**config.mk**
```make
export PLATFORM = sky130hd
export DESIGN_NAME = link_fallback_ctrl
export DESIGN_NICKNAME = d
export VERILOG_FILES = /design/src/rtl/lfc_pkg.sv /design/src/rtl/lfc_rate_ladder.sv /design/src/rtl/lfc_lane_shift.sv /design/src/rtl/lfc_settle_timer.sv /design/src/rtl/lfc_retry_budget.sv /design/src/rtl/link_fallback_ctrl.sv
export SDC_FILE = /design/constraint.sdc
export NUM_CORES = 1
export LEC_CHECK = 0
export CAP_MARGIN = 20
export CORE_UTILIZATION = 40
export DETAILED_ROUTE_END_ITERATION = 8
export GPL_ROUTABILITY_DRIVEN = 0
export GPL_TIMING_DRIVEN = 1
export PLACE_DENSITY = 0.65
export RECOVER_POWER = 100
export SLEW_MARGIN = 20
export SYNTH_ARGS = -nofsm -noshare
export SYNTH_HDL_FRONTEND = slang
export SYNTH_SLANG_ARGS = --single-unit
```
**constraint.sdc**
```tcl
create_clock -name clk -period 2.13 [get_ports clk]
set_input_delay 0.639 -clock clk [delete_from_list [all_inputs] [get_ports clk]]
set_output_delay 0.639 -clock clk [all_outputs]
set_load 0.03 [all_outputs]
```
**src/rtl/lfc_pkg.sv**
```systemverilog
package lfc_pkg;
  localparam int BW_W = 8;

  localparam logic [BW_W-1:0] BW_RATE_LO  = 8'h06;
  localparam logic [BW_W-1:0] BW_RATE_MID = 8'h0A;
  localparam logic [BW_W-1:0] BW_RATE_HI  = 8'h14;
  localparam logic [BW_W-1:0] BW_RATE_TOP = 8'h1E;

  typedef enum logic [1:0] {
    TR_PASS  = 2'd0,
    TR_HARD  = 2'd1,
    TR_LANES = 2'd2,
    TR_AGAIN = 2'd3
  } train_res_e;

  typedef enum logic [1:0] {
    RC_NONE  = 2'd0,
    RC_HARD  = 2'd1,
    RC_AGAIN = 2'd2
  } fail_kind_e;

  typedef enum logic [2:0] {
    ST_IDLE,
    ST_CLK_ON,
    ST_LINK_CFG,
    ST_TRAIN_GO,
    ST_TRAIN_WAIT,
    ST_TEARDOWN,
    ST_CLK_OFF,
    ST_SETTLE
  } fsm_e;
endpackage

```
**src/rtl/lfc_rate_ladder.sv**
```systemverilog
module lfc_rate_ladder
  import lfc_pkg::*;
(
  input  logic [BW_W-1:0] cur_bw,
  output logic [BW_W-1:0] lower_bw
);
  always_comb begin
    unique case (cur_bw)
      BW_RATE_TOP: lower_bw = BW_RATE_HI;
      BW_RATE_HI:  lower_bw = BW_RATE_MID;
      default:     lower_bw = BW_RATE_LO;
    endcase
  end
endmodule

```
**src/rtl/lfc_lane_shift.sv**
```systemverilog
module lfc_lane_shift #(
  parameter int                LANE_W   = 3,
  parameter int                REV_W    = 8,
  parameter logic [REV_W-1:0]  LANE_REV = 8'h14
) (
  input  logic [LANE_W-1:0] cur_lanes,
  input  logic [LANE_W-1:0] start_lanes,
  input  logic [REV_W-1:0]  sink_rev,
  output logic              accept,
  output logic [LANE_W-1:0] new_lanes
);
  localparam logic [LANE_W-1:0] L1 = LANE_W'(1);
  localparam logic [LANE_W-1:0] L2 = LANE_W'(2);
  localparam logic [LANE_W-1:0] L4 = LANE_W'(4);

  always_comb begin
    accept    = 1'b0;
    new_lanes = cur_lanes;
    if (sink_rev == LANE_REV) begin
      if (cur_lanes == L4) begin
        accept    = 1'b1;
        new_lanes = L2;
      end else if (cur_lanes == L2) begin
        accept    = 1'b1;
        new_lanes = L1;
      end else begin
        accept    = (cur_lanes == start_lanes);
      end
    end
  end
endmodule

```
**src/rtl/lfc_settle_timer.sv**
```systemverilog
module lfc_settle_timer #(
  parameter int unsigned CYCLES = 20
) (
  input  logic clk,
  input  logic rst_n,
  input  logic start,
  output logic expired
);
  localparam int unsigned CW = (CYCLES < 2) ? 1 : $clog2(CYCLES + 1);

  logic [CW-1:0] cnt;
  logic          run;

  always_ff @(posedge clk or negedge rst_n) begin
    if (!rst_n) begin
      cnt <= '0;
      run <= 1'b0;
    end else if (start) begin
      cnt <= CW'(CYCLES - 1);
      run <= 1'b1;
    end else if (run) begin
      if (cnt == '0) run <= 1'b0;
      else           cnt <= cnt - 1'b1;
    end
  end

  assign expired = run && (cnt == '0);
endmodule

```
**src/rtl/lfc_retry_budget.sv**
```systemverilog
module lfc_retry_budget #(
  parameter int unsigned MAX_RETRY = 100
) (
  input  logic clk,
  input  logic rst_n,
  input  logic load,
  input  logic consume,
  output logic empty
);
  localparam int unsigned CW = $clog2(MAX_RETRY + 2);

  logic [CW-1:0] left;

  always_ff @(posedge clk or negedge rst_n) begin
    if (!rst_n)                      left <= '0;
    else if (load)                   left <= CW'(MAX_RETRY);
    else if (consume && left != '0)  left <= left - 1'b1;
  end

  assign empty = (left == '0);
endmodule

```
**src/rtl/link_fallback_ctrl.sv**
```systemverilog
module link_fallback_ctrl
  import lfc_pkg::*;
#(
  parameter int               LANE_W    = 3,
  parameter int               REV_W     = 8,
  parameter logic [REV_W-1:0] LANE_REV  = 8'h14,
  parameter int unsigned      MAX_RETRY = 100,
  parameter int unsigned      REF_HZ    = 19_200_000,
  parameter int unsigned      SETTLE_MS = 20
) (
  input  logic              clk,
  input  logic              rst_n,
  input  logic              power_on,
  input  logic [BW_W-1:0]   init_bw,
  input  logic [LANE_W-1:0] init_lanes,
  input  logic [REV_W-1:0]  sink_rev,
  input  logic              shallow,
  input  logic              abort_req,
  output logic              link_clk_en,
  output logic              mainlink_en,
  output logic              train_start,
  input  logic              train_done,
  input  logic [1:0]        train_result,
  output logic [BW_W-1:0]   bw_code,
  output logic [LANE_W-1:0] lane_count,
  output logic              busy,
  output logic              setup_done,
  output logic              setup_ok,
  output logic [1:0]        setup_err
);
  localparam int unsigned SETTLE_CYCLES_RAW = (REF_HZ / 1000) * SETTLE_MS;
  localparam int unsigned SETTLE_CYCLES = (SETTLE_CYCLES_RAW < 1) ? 1 : SETTLE_CYCLES_RAW;

  fsm_e              state;
  logic [BW_W-1:0]   bw_q;
  logic [LANE_W-1:0] lanes_q;
  logic [LANE_W-1:0] start_lanes_q;
  logic              abort_seen;
  logic              clk_en_q;
  logic              ml_en_q;
  logic              done_q;
  logic              ok_q;
  fail_kind_e        err_q;

  logic [BW_W-1:0]   lower_bw;
  logic              lane_accept;
  logic [LANE_W-1:0] lane_next;
  logic              timer_start;
  logic              timer_expired;
  logic              budget_load;
  logic              budget_use;
  logic              budget_empty;

  train_res_e        res;
  fail_kind_e        kind;
  logic              decide;
  logic              finish_ok;
  logic              finish_fail;
  logic              abort_now;

  lfc_rate_ladder u_ladder (
    .cur_bw   (bw_q),
    .lower_bw (lower_bw)
  );

  lfc_lane_shift #(
    .LANE_W   (LANE_W),
    .REV_W    (REV_W),
    .LANE_REV (LANE_REV)
  ) u_lanes (
    .cur_lanes   (lanes_q),
    .start_lanes (start_lanes_q),
    .sink_rev    (sink_rev),
    .accept      (lane_accept),
    .new_lanes   (lane_next)
  );

  lfc_settle_timer #(.CYCLES(SETTLE_CYCLES)) u_settle (
    .clk     (clk),
    .rst_n   (rst_n),
    .start   (timer_start),
    .expired (timer_expired)
  );

  lfc_retry_budget #(.MAX_RETRY(MAX_RETRY)) u_budget (
    .clk     (clk),
    .rst_n   (rst_n),
    .load    (budget_load),
    .consume (budget_use),
    .empty   (budget_empty)
  );

  // classify the finished attempt
  always_comb begin
    res       = train_res_e'(train_result);
    decide    = (state == ST_TRAIN_WAIT) && train_done;
    abort_now = abort_seen || abort_req;
    unique case (res)
      TR_PASS:  kind = RC_NONE;
      TR_HARD:  kind = RC_HARD;
      TR_LANES: kind = lane_accept ? RC_AGAIN : RC_HARD;
      default:  kind = RC_AGAIN;
    endcase
    finish_ok   = decide && ((res == TR_PASS) || shallow);
    finish_fail = decide && !finish_ok && (budget_empty || abort_now);
  end

  assign budget_load = (state == ST_IDLE) && power_on;
  assign budget_use  = decide && !finish_ok && !finish_fail;
  assign timer_start = (state == ST_CLK_OFF);

  always_ff @(posedge clk or negedge rst_n) begin
    if (!rst_n) begin
      state         <= ST_IDLE;
      bw_q          <= BW_RATE_LO;
      lanes_q       <= LANE_W'(1);
      start_lanes_q <= LANE_W'(1);
      abort_seen    <= 1'b0;
      clk_en_q      <= 1'b0;
      ml_en_q       <= 1'b0;
      done_q        <= 1'b0;
      ok_q          <= 1'b0;
      err_q         <= RC_NONE;
    end else begin
      done_q <= 1'b0;
      if (state != ST_IDLE && abort_req) abort_seen <= 1'b1;

      unique case (state)
        ST_IDLE: begin
          if (power_on) begin
            bw_q          <= init_bw;
            lanes_q       <= init_lanes;
            start_lanes_q <= init_lanes;
            abort_seen    <= 1'b0;
            state         <= ST_CLK_ON;
          end
        end
        ST_CLK_ON: begin
          clk_en_q <= 1'b1;
          state    <= ST_LINK_CFG;
        end
        ST_LINK_CFG: begin
          ml_en_q <= 1'b1;
          state   <= ST_TRAIN_GO;
        end
        ST_TRAIN_GO: begin
          state <= ST_TRAIN_WAIT;
        end
        ST_TRAIN_WAIT: begin
          if (decide) begin
            if (res == TR_LANES && lane_accept) lanes_q <= lane_next;
            if (finish_ok) begin
              done_q <= 1'b1;
              ok_q   <= 1'b1;
              err_q  <= RC_NONE;
              state  <= ST_IDLE;
            end else if (finish_fail) begin
              done_q <= 1'b1;
              ok_q   <= 1'b0;
              err_q  <= kind;
              state  <= ST_IDLE;
            end else begin
              if (kind == RC_HARD) bw_q <= lower_bw;
              state <= ST_TEARDOWN;
            end
          end
        end
        ST_TEARDOWN: begin
          ml_en_q <= 1'b0;
          state   <= ST_CLK_OFF;
        end
        ST_CLK_OFF: begin
          clk_en_q <= 1'b0;
          state    <= ST_SETTLE;
        end
        ST_SETTLE: begin
          if (timer_expired) state <= ST_CLK_ON;
        end
        default: state <= ST_IDLE;
      endcase
    end
  end

  assign link_clk_en = clk_en_q;
  assign mainlink_en = ml_en_q;
  assign train_start = (state == ST_TRAIN_GO);
  assign bw_code     = bw_q;
  assign lane_count  = lanes_q;
  assign busy        = (state != ST_IDLE);
  assign setup_done  = done_q;
  assign setup_ok    = ok_q;
  assign setup_err   = err_q;
endmodule

```
; ---- After elaboration in Yosys (flattened, before gate mapping)
; Index checks and enable logic that the tools add are counted.
[totals]
register_bits = 51
input_bits = 27
out_inout_bits = 19
word_cells = 120
[classes]
n_addsub = 2
eq_ne = 26
n_mux = 46
n_reduce_logical = 33
[ops]
columns = operator, n
row1 = 19-bit two-way mux, 3
row2 = 8-bit two-way mux, 5
row3 = 3-bit two-way mux, 11
row4 = "8-bit by 5-bit equality test with 1-bit output, second input constant", 3
row5 = 3-bit one-hot mux with 8 select lines, 1
row6 = 19-bit zero test, 1
row7 = "19-bit by 1-bit subtractor with 19-bit output, second input constant", 1
row8 = 8-bit one-hot mux with 2 select lines, 1
row9 = "3-bit equality test, second input constant", 5
row10 = 1-bit two-way mux, 15
row11 = 7-bit two-way mux, 2
row12 = "2-bit != test, second input constant", 6
row13 = 6-bit AND reduction, 2
row14 = 2-bit nonzero test, 6
row15 = 1-bit logical AND, 10
row16 = 5-bit one-hot mux with 2 select lines, 1
row17 = "3-bit by 2-bit equality test with 1-bit output, second input constant", 3
row18 = 7-bit zero test, 1
row19 = 7-bit nonzero test, 1
row20 = "7-bit by 1-bit subtractor with 7-bit output, second input constant", 1
row21 = 2-bit two-way mux, 3
row22 = "2-bit by 1-bit != test with 1-bit output, second input constant", 3
row23 = 2-bit one-hot mux with 3 select lines, 1
row24 = 3-bit one-hot mux with 2 select lines, 1
row25 = other kinds (13), 20

; ---- Depth between registers and ports, before layout
; Gate-level depths: netlist (run 1).
[logic_depth]
ltp_word = 12
depth_mapped = 8
depth_no_buf = 7

; ---- Hierarchy
; Synthesis (run 1) repeated with hierarchy kept, for this count alone.
[hier_totals]
hier_cells = 312
hier_area_um2 = 3085.5
[by_module_without_submodules]
columns = mod, n_inst, cells_per_inst, area_per_inst_um2, seq_area_each_um2
row1 = link_fallback_ctrl, 1, 107, 1214.9, 605.6
row2 = lfc_settle_timer, 1, 130, 1194.9, 500.5
row3 = lfc_retry_budget, 1, 42, 424.2, 175.2
row4 = lfc_lane_shift, 1, 21, 152.6, 0.0
row5 = lfc_rate_ladder, 1, 12, 98.8, 0.0

; ---- Worst setup path before layout (run 1)
; OpenSTA, ideal clock, no wires.
[synth_timing]
path_kind = input to register
from = input port abort_req
to = register bw_q[3] (netlist: bw_code[3])
setup_ns = 0.125
arrival_time_ns = 2.096
t_required_ns = 2.005
path_slack_ns = -0.091
cell_stages = 5
n_path_buf = 0
cell_sequence = or2_4 a2111oi_4 o21a_4 o31a_4 mux2_4
[synth_via]
elab_chain_len = 5
[synth_lines]
columns = element, line
row1 = "start, declared", link_fallback_ctrl.sv:18  ; input logic abort_req,
row2 = 1-bit logical OR, link_fallback_ctrl.sv:97  ; abort_now = abort_seen || abort_req;
row3 = 1-bit logical OR, link_fallback_ctrl.sv:105  ; finish_fail = decide && !finish_ok && (budget_empty || abort_now);
row4 = 1-bit logical AND, link_fallback_ctrl.sv:105
row5 = 2-bit != test (no line), -
row6 = 6-bit AND reduction (no line), -
row7 = "end signal, assigned", link_fallback_ctrl.sv:131  ; bw_q <= init_bw;
row8 = "end signal, assigned", link_fallback_ctrl.sv:163  ; if (kind == RC_HARD) bw_q <= lower_bw;
row9 = "end, declared", link_fallback_ctrl.sv:35  ; logic [BW_W-1:0] bw_q;
; No other way between the ends.
; A chain may end at the register's enable or synchronous reset.

; ---- Worst setup path after layout (run 1)
[layout_timing]
from = register bw_q[3] (netlist: bw_code[3])
to = output port bw_code[3]
[layout_rtl]
columns = element, line
row1 = "end, declared", link_fallback_ctrl.sv:24  ; output logic [BW_W-1:0] bw_code,
; No word-level cell between the ends.

==> impl_metrics.yaml, run 1 <==
worst_setup_path:
  worst-setup-path-type: "reg2out"
  crit_fanout: 5
  reg2reg_depth: 7
  crit_buf_inv: 1
  rrSetupSlack_ns: 0.09
  crit_path_end_kind: "primary output"
  critPathRequiredTime_ns: 1.49
  reg2reg_from: "u_settle.cnt[0]$_DFFE_PN0P_"
  timing.rr.end: "u_settle.cnt[2]$_DFFE_PN0P_"
  cpPeakStageDelay_ns: 0.70
  cp_slowest_cell: "clkdlybuf4s50_1"
  crit_arrival_ns: 1.43
  critPathTopFamily: "buffers and inverters"
  cp-endpoint: "bw_code[3]"
  critPathLaunchType: "flip-flop"
  worstPathCellList: "clkdlybuf4s50_1"
  critPathLaunch: "bw_code[3]$_DFFE_PN0P_"
  crit_cells: 1
drt:
  vias: 2423
  routed_via_density: 5.20
  ant_nets: 0
  drtIter0Drc: 106
  drtPass1Iterations: 4
  wl_per_cell_um: 14.0
  route.detailed.drc: 0
  routed_wl_um: 6540
clocking:
  cts_tree: "built"
  clk_pin_slew_ns: 0.09
  cts_num_sinks: 51
  cts-hold-fix-buffers: 0
  clk_path_buf_depth: 2
  cts_root_buffer: "clkbuf_8"
  clock_latency_ns: 0.30
  cts_max_level: 2
  cts-buffers-inserted: 5
floorplan:
  die_h_um: 85.9
  fp.dieW_um: 85.9
  die-area_um2: 7380
  num_io_pins: 46
  start_util_pct: 41.4
  core-area_um2: 6790
  row_count: 30
global_route:
  overflow: 0
  grt_usage_pct: 18.5
  grt_pass1_wl_um: 10800
  grt_max_degree: 52
  grt_pass1_vias: 2347
  antenna_found_initial: 0
sta:
  period_needed_ns: 2.06
  relSlewSlack_pct: 16.3
  tns_ns: 0
  final-setup-viol-count: 0
  maxSlewViolCount: 0
  worst_slew_pin_slew_ns: 1.26
  timing.final.ws_setup_ns: 0.0650
  finalCritPeriodShare_pct: 96.9
  fmax_ghz: 0.484
  hold_violations: 0
  clock_skew_ns: 0.00355
pwr:
  finalPower_mw: 3.54
  ir_drop_mv: 0.563
  p_leak_nw: 1.67
  power_density_nw_per_um2: 927
finish:
  layout_commonest_cell: "dfrtp_1"
  areaGrowthSynthToFinish_pct: 35.5
  num_antenna_cells: 0
  drive_gt1_share_pct: 20.0
  final_cell_mix: "47 x dfrtp_1, 41 x nand2_1, 31 x buf_4, 27 x clkdlybuf4s50_1, 18 x nor2_1"
  finish.net_count: 400
synth:
  yosys_most_used_dff: "dfrtp_1"
  synth_fp_nets: 319
  async_flop_share_pct: 100
  syn_area_um2: 2820
  yosysWarnings: 0
  ys_ff_latch: 51
  synth_edf_count: 0
  synth_cells: 288
  synth_cell_types: 58
  synth_area_per_cell_um2: 9.77
  ys_seq_area_share_pct: 45.5
run_status:
  status: "finished, final reports clean"
placement:
  post-place-ws_ns: -0.423
  dpl.hpwl_um: 4690
  io_buffers: 45
worst_hold_path:
  min_path_type: "reg2reg"
job:
  drv_cap: 0
-- power by group --
| part | internal (mW) | switching [mW] |
|---|---|---|
| Combinational | 0.599 | 0.621 |
| Clock | 0.468 | 0.331 |
| Sequential | 1.25 | 0.272 |
| Total | 2.31 | 1.22 |
-- flip-flops by register name (all words and copies together) (netlist names) --
| name | count |
|---|---|
| setup_done | 1 |
| setup_err | 2 |
| start_lanes_q | 3 |
| setup_ok | 1 |
| u_settle.cnt | 19 |
| lane_count | 3 |
| abort_seen | 1 |
| u_budget.left | 7 |
| mainlink_en | 1 |
| u_settle.run | 1 |
| link_clk_en | 1 |
| bw_code | 8 |
| state | 3 |
-- layout make-up --
cell class                 count  area (um^2)
clock buffer                   5         68.8
inverter                      14         52.6
clock inverter                 3         67.6
tap                           96          120
timing repair buffer          80          703
sequential                    51         1280
multi-input combinational    217         1520
fill                         605         2980
-- kinds of logic (layout without fill, tap and decap cells) --
family / Yosys count / after routing / share of synthesized area, %
adders and majority gates: 4 / 4 / 1.78
xor gates and xnor gates: 21 / 21 / 6.53
buffers and inverters: 21 / 102 / 3.24
DFF: 51 / 51 / 45.5
and+or+nand+nor: 127 / 128 / 24.9
muxes: 5 / 5 / 2.49
AOI/OAI and AO/OA: 59 / 59 / 15.5
-- metal layers --
metal	up-vias	routed length, um	GRT usage, %
met4	0	93	5.30
met1	1182	2930	24.6
met2	40	3330	31.2
met3	9	187	3.08
li1	1192	-	-
met5	-	0	0
-- how the worst min path moves through the flow --
stage                                       startpoint                      endpoint  slack, ns  cells after the start
after floorplan                                  rst_n          abort_seen$_DFF_PN0_       0.34                      0
after global placement    start_lanes_q[0]$_DFFE_PN1P_  start_lanes_q[0]$_DFFE_PN1P_       0.47                      2
after detailed placement  start_lanes_q[0]$_DFFE_PN1P_  start_lanes_q[0]$_DFFE_PN1P_       0.48                      2
after CTS                                        rst_n      setup_err[1]$_DFFE_PN0P_       0.32                      2
after global routing      start_lanes_q[0]$_DFFE_PN1P_  start_lanes_q[0]$_DFFE_PN1P_       0.53                      2
final                             abort_seen$_DFF_PN0_          abort_seen$_DFF_PN0_       0.49                      2
-- cells in the mapped netlist (2+ instances only) --
| master | instances | area, um^2 |
|---|---|---|
| dfrtp_1 | 47 | 1180 |
| nand2_1 | 41 | 154 |
| nor2_1 | 19 | 71.3 |
| o21ai_0 | 18 | 90.1 |
| inv_1 | 14 | 52.6 |
| nand3_1 | 14 | 70.1 |
| xor2_1 | 12 | 105 |
| xnor2_1 | 9 | 78.8 |
| nor3_1 | 8 | 40.0 |
| a21oi_1 | 7 | 35.0 |
| and2_1 | 7 | 43.8 |
| o211ai_1 | 6 | 45.0 |
| nor3b_1 | 5 | 37.5 |
| a22o_1 | 4 | 35.0 |
| clkbuf_1 | 4 | 15.0 |
| dfstp_2 | 4 | 105 |
| ha_1 | 4 | 50.1 |
| mux2_4 | 4 | 60.1 |
| nor4_1 | 4 | 25.0 |
| nand2b_1 | 3 | 18.8 |
| nand4_1 | 3 | 18.8 |
| nor2b_1 | 3 | 18.8 |
| nor4b_1 | 3 | 26.3 |
| or3_1 | 3 | 18.8 |
| a31oi_1 | 2 | 12.5 |
| a32o_1 | 2 | 20.0 |
| and3_1 | 2 | 12.5 |
| and4b_1 | 2 | 20.0 |
| o2111ai_1 | 2 | 17.5 |
| o21ai_1 | 2 | 10.0 |
| o21bai_1 | 2 | 15.0 |
| o31ai_1 | 2 | 15.0 |
-- per-stage QoR --
step | hold WS [ns] | cells | cell area [um^2] | utilization (%)
global route | 0.530 | 466 | 3810 | 56.1
detailed placement | 0.480 | 452 | 3590 | 52.8
floorplan | 0.343 | 288 | 2830 | -
finish | 0.495 | 466 | 3810 | 56.1
global placement | 0.467 | 452 | 3590 | 52.8
CTS | 0.315 | 461 | 3740 | 55.0
-- timing repair --
item / in CTS / in global routing
gates resized for setup: 9 / 19
pin swaps: 5 / 11
gates cloned: 0 / 1
buffers inserted: 1 / 4
endpoints found under the setup margin: 9 / 23
Note: power is estimated with default switching activity, not from simulation.
==> run 2, diff against run 1 <==
- CORE_MARGIN: unset -> 2
- PLACE_DENSITY: 0.65 -> unset
- SYNTH_HIERARCHICAL: unset -> 1
- clock period: 2.13 -> 2.56 ns (I/O delays scaled with it)
==> impl_metrics.yaml, run 2 <==
clocking:
  cts-hold-fix-buffers: 0
  cts_max_level: 2
  cts_tree: "built"
  clock_latency_ns: 0.31
  clk_pin_slew_ns: 0.09
  cts_num_sinks: 51
  cts-buffers-inserted: 5
  clk_path_buf_depth: 2
  cts_root_buffer: "clkbuf_8"
finish:
  layout_commonest_cell: "dfrtp_1"
  largest_reg_flops: 19
  fin_cells: 484
  drive_gt1_share_pct: 23.0
  num_antenna_cells: 0
  finish.net_count: 411
  areaGrowthSynthToFinish_pct: 28.5
  fin_area_um2: 3970
  post-route-util_pct: 52.1
  final_cell_mix: "47 x dfrtp_1, 36 x nor2_1, 20 x buf_4, 18 x dlygate4sd3_1"
  fillers: 698
  top_register: "u_settle/cnt"
pwr:
  power_density_nw_per_um2: 815
  p_leak_nw: 1.57
  ir_drop_mv: 0.372
sta:
  finalCritPeriodShare_pct: 98.3
  tns_ns: 0
  timing.final.ws_setup_ns: 0.0425
  relSlewSlack_pct: 14.2
  rsz0062_at_grt: "false"
  worst_slew_pin_slew_ns: 1.29
  fmax_ghz: 0.397
  maxSlewViolCount: 0
  final-setup-viol-count: 0
  hold_violations: 0
  clock_skew_ns: 0.0119
  period_needed_ns: 2.52
drt:
  drtPass1Iterations: 4
  routed_via_density: 5.30
  wl_per_cell_um: 14.2
  drtIter0Drc: 89
  routed_wl_um: 6880
  ant_nets: 0
  route.detailed.drc: 0
  vias: 2564
synth:
  synth_edf_count: 0
  synth_cell_types: 61
  synth_common_cells: "47 x dfrtp_1, 37 x nor2_1, 22 x mux2_2, 17 x a21oi_1"
  synth_cells: 312
  synth_top_cell_by_area: "dfrtp_1"
  ys_top_cells_by_area: "dfrtp_1 38%, mux2_2 8.0%, nor2_1 4.5%, mux2i_1 3.9%, dfstp_2 3.4%"
  synth.most_common_cell: "dfrtp_1"
  async_flop_share_pct: 100
  synth_top_area_share_pct: 38.1
  yosys_most_used_dff: "dfrtp_1"
  ys_ff_latch: 51
  ys_seq_area_share_pct: 41.5
  synth_area_per_cell_um2: 9.89
  syn_area_um2: 3090
  yosysWarnings: 6
worst_setup_path:
  critPathRequiredTime_ns: 2.79
  crit_fanout: 2
  critPathLaunchType: "input pin"
  crit_path_end_kind: "flip-flop"
  crit_arrival_ns: 2.75
  worst-setup-path-type: "in2reg"
global_route:
  antenna_found_initial: 0
  grt_max_degree: 52
  grt_usage_pct: 16.7
  grt_pass1_wl_um: 11500
  grt_pass1_vias: 2409
  overflow: 0
floorplan:
  core-area_um2: 7610
  num_io_pins: 46
  fp.dieW_um: 91.8
  die_h_um: 91.8
  start_util_pct: 40.6
  die-area_um2: 8430
  row_count: 32
placement:
  dpl-instance-area_um2: 3820
  placedCellCount: 470
  dpl.hpwl_um: 4990
  post-place-ws_ns: -0.557
  io_buffers: 45
worst_hold_path:
  min_path_type: "reg2reg"
job:
  drv_cap: 0
run_status:
  status: "finished, final reports clean"
run 2: changes by cell type in the layout (fill, tap and decap cells not counted), moves of 9 or more:
cell,before,now
dlygate4sd3_1,1,18
clkdlybuf4s50_1,27,16
mux2_2,0,16
xor2_1,12,0
a21oi_1,7,16
nor2_1,18,36
mux2i_1,1,12
buf_4,31,20
nor2b_1,3,13
xnor2_1,9,0
nand2_1,41,13
run 2: power breakdown:
part	total, mW	switching, mW	internal (mW)
sequential	1.39	0.308	1.08
clock	0.654	0.264	0.391
combinational	1.19	0.595	0.591
total	3.23	1.17	2.07
run 2: per-stage QoR:
step / power (mW) / hold WS, ns
after global placement: 2.60 / 0.474
final: 3.23 / 0.496
after detailed placement: 2.63 / 0.481
after floorplan: 2.15 / 0.456
after global routing: 3.45 / 0.522
after CTS: 3.34 / 0.448
run 2: area by class of cell:
class / instances / area (um^2) / area share, %
multi-input combinational: 237 / 1740 / 44.0
sequential: 51 / 1280 / 32.3
timing repair buffer: 75 / 638 / 16.1
tap: 102 / 128 / 3.22
clock buffer: 6 / 72.6 / 1.83
clock inverter: 2 / 60.1 / 1.51
inverter: 11 / 41.3 / 1.04
run 2: timing repair:
action | in CTS | in global routing
buffers inserted | 6 | 0
resized for setup | 22 | 6
endpoints found under the setup margin | 13 | 11
hold endpoints to repair | 0 | 0
cloned | 0 | 0
pin swaps | 9 | 5
run 2: worst paths after layout:
check | to | cells after the start | from | slack (ns)
max | u_budget/left[5]$_DFFE_PN0P_ | 7 | shallow | 0.04
min | setup_ok$_DFFE_PN0P_ | 1 | setup_ok$_DFFE_PN0P_ | 0.50
max reg2reg | u_budget/left[5]$_DFFE_PN0P_ | 9 | u_budget/left[0]$_DFFE_PN0P_ | 0.13
min reg2reg | setup_ok$_DFFE_PN0P_ | 1 | setup_ok$_DFFE_PN0P_ | 0.50
max in group asynchronous | u_settle/cnt[7]$_DFFE_PN0P_ | 2 | rst_n | 0.96
min in group asynchronous | link_clk_en$_DFFE_PN0P_ | 2 | rst_n | 0.81
run 2: metal layers:
layer | part of all wire (%) | track usage (%) | vias to the layer above
li1 | - | - | 1281
met1 | 50 | 23.4 | 1242
met2 | 46 | 26.6 | 35
met3 | 3.1 | 3.45 | 6
met4 | 0.95 | 3.98 | 0
met5 | 0 | 0 | -
run 2: cell families (layout without fill, tap and decap cells):
kind of cell | after synthesis | after routing | synth area share, %
AO/OA/AOI/OAI | 59 | 59 | 14.8
adder cells (fa/ha/maj) | 3 | 3 | 1.22
buffers and inverters | 27 | 94 | 4.14
flip-flops | 51 | 51 | 41.5
multiplexers | 35 | 35 | 12.3
other | 1 | 4 | 0.122
AND/OR/NAND/NOR | 136 | 136 | 26.0
run 2: worst max-delay path, stage by stage:
cell and delay, ns:
dlygate4sd2_1 0.23, o21bai_4 0.17, or3_4 0.36, nor2_4 0.13
or4b_4 0.48, or4_1 0.51, nand3b_1 0.10
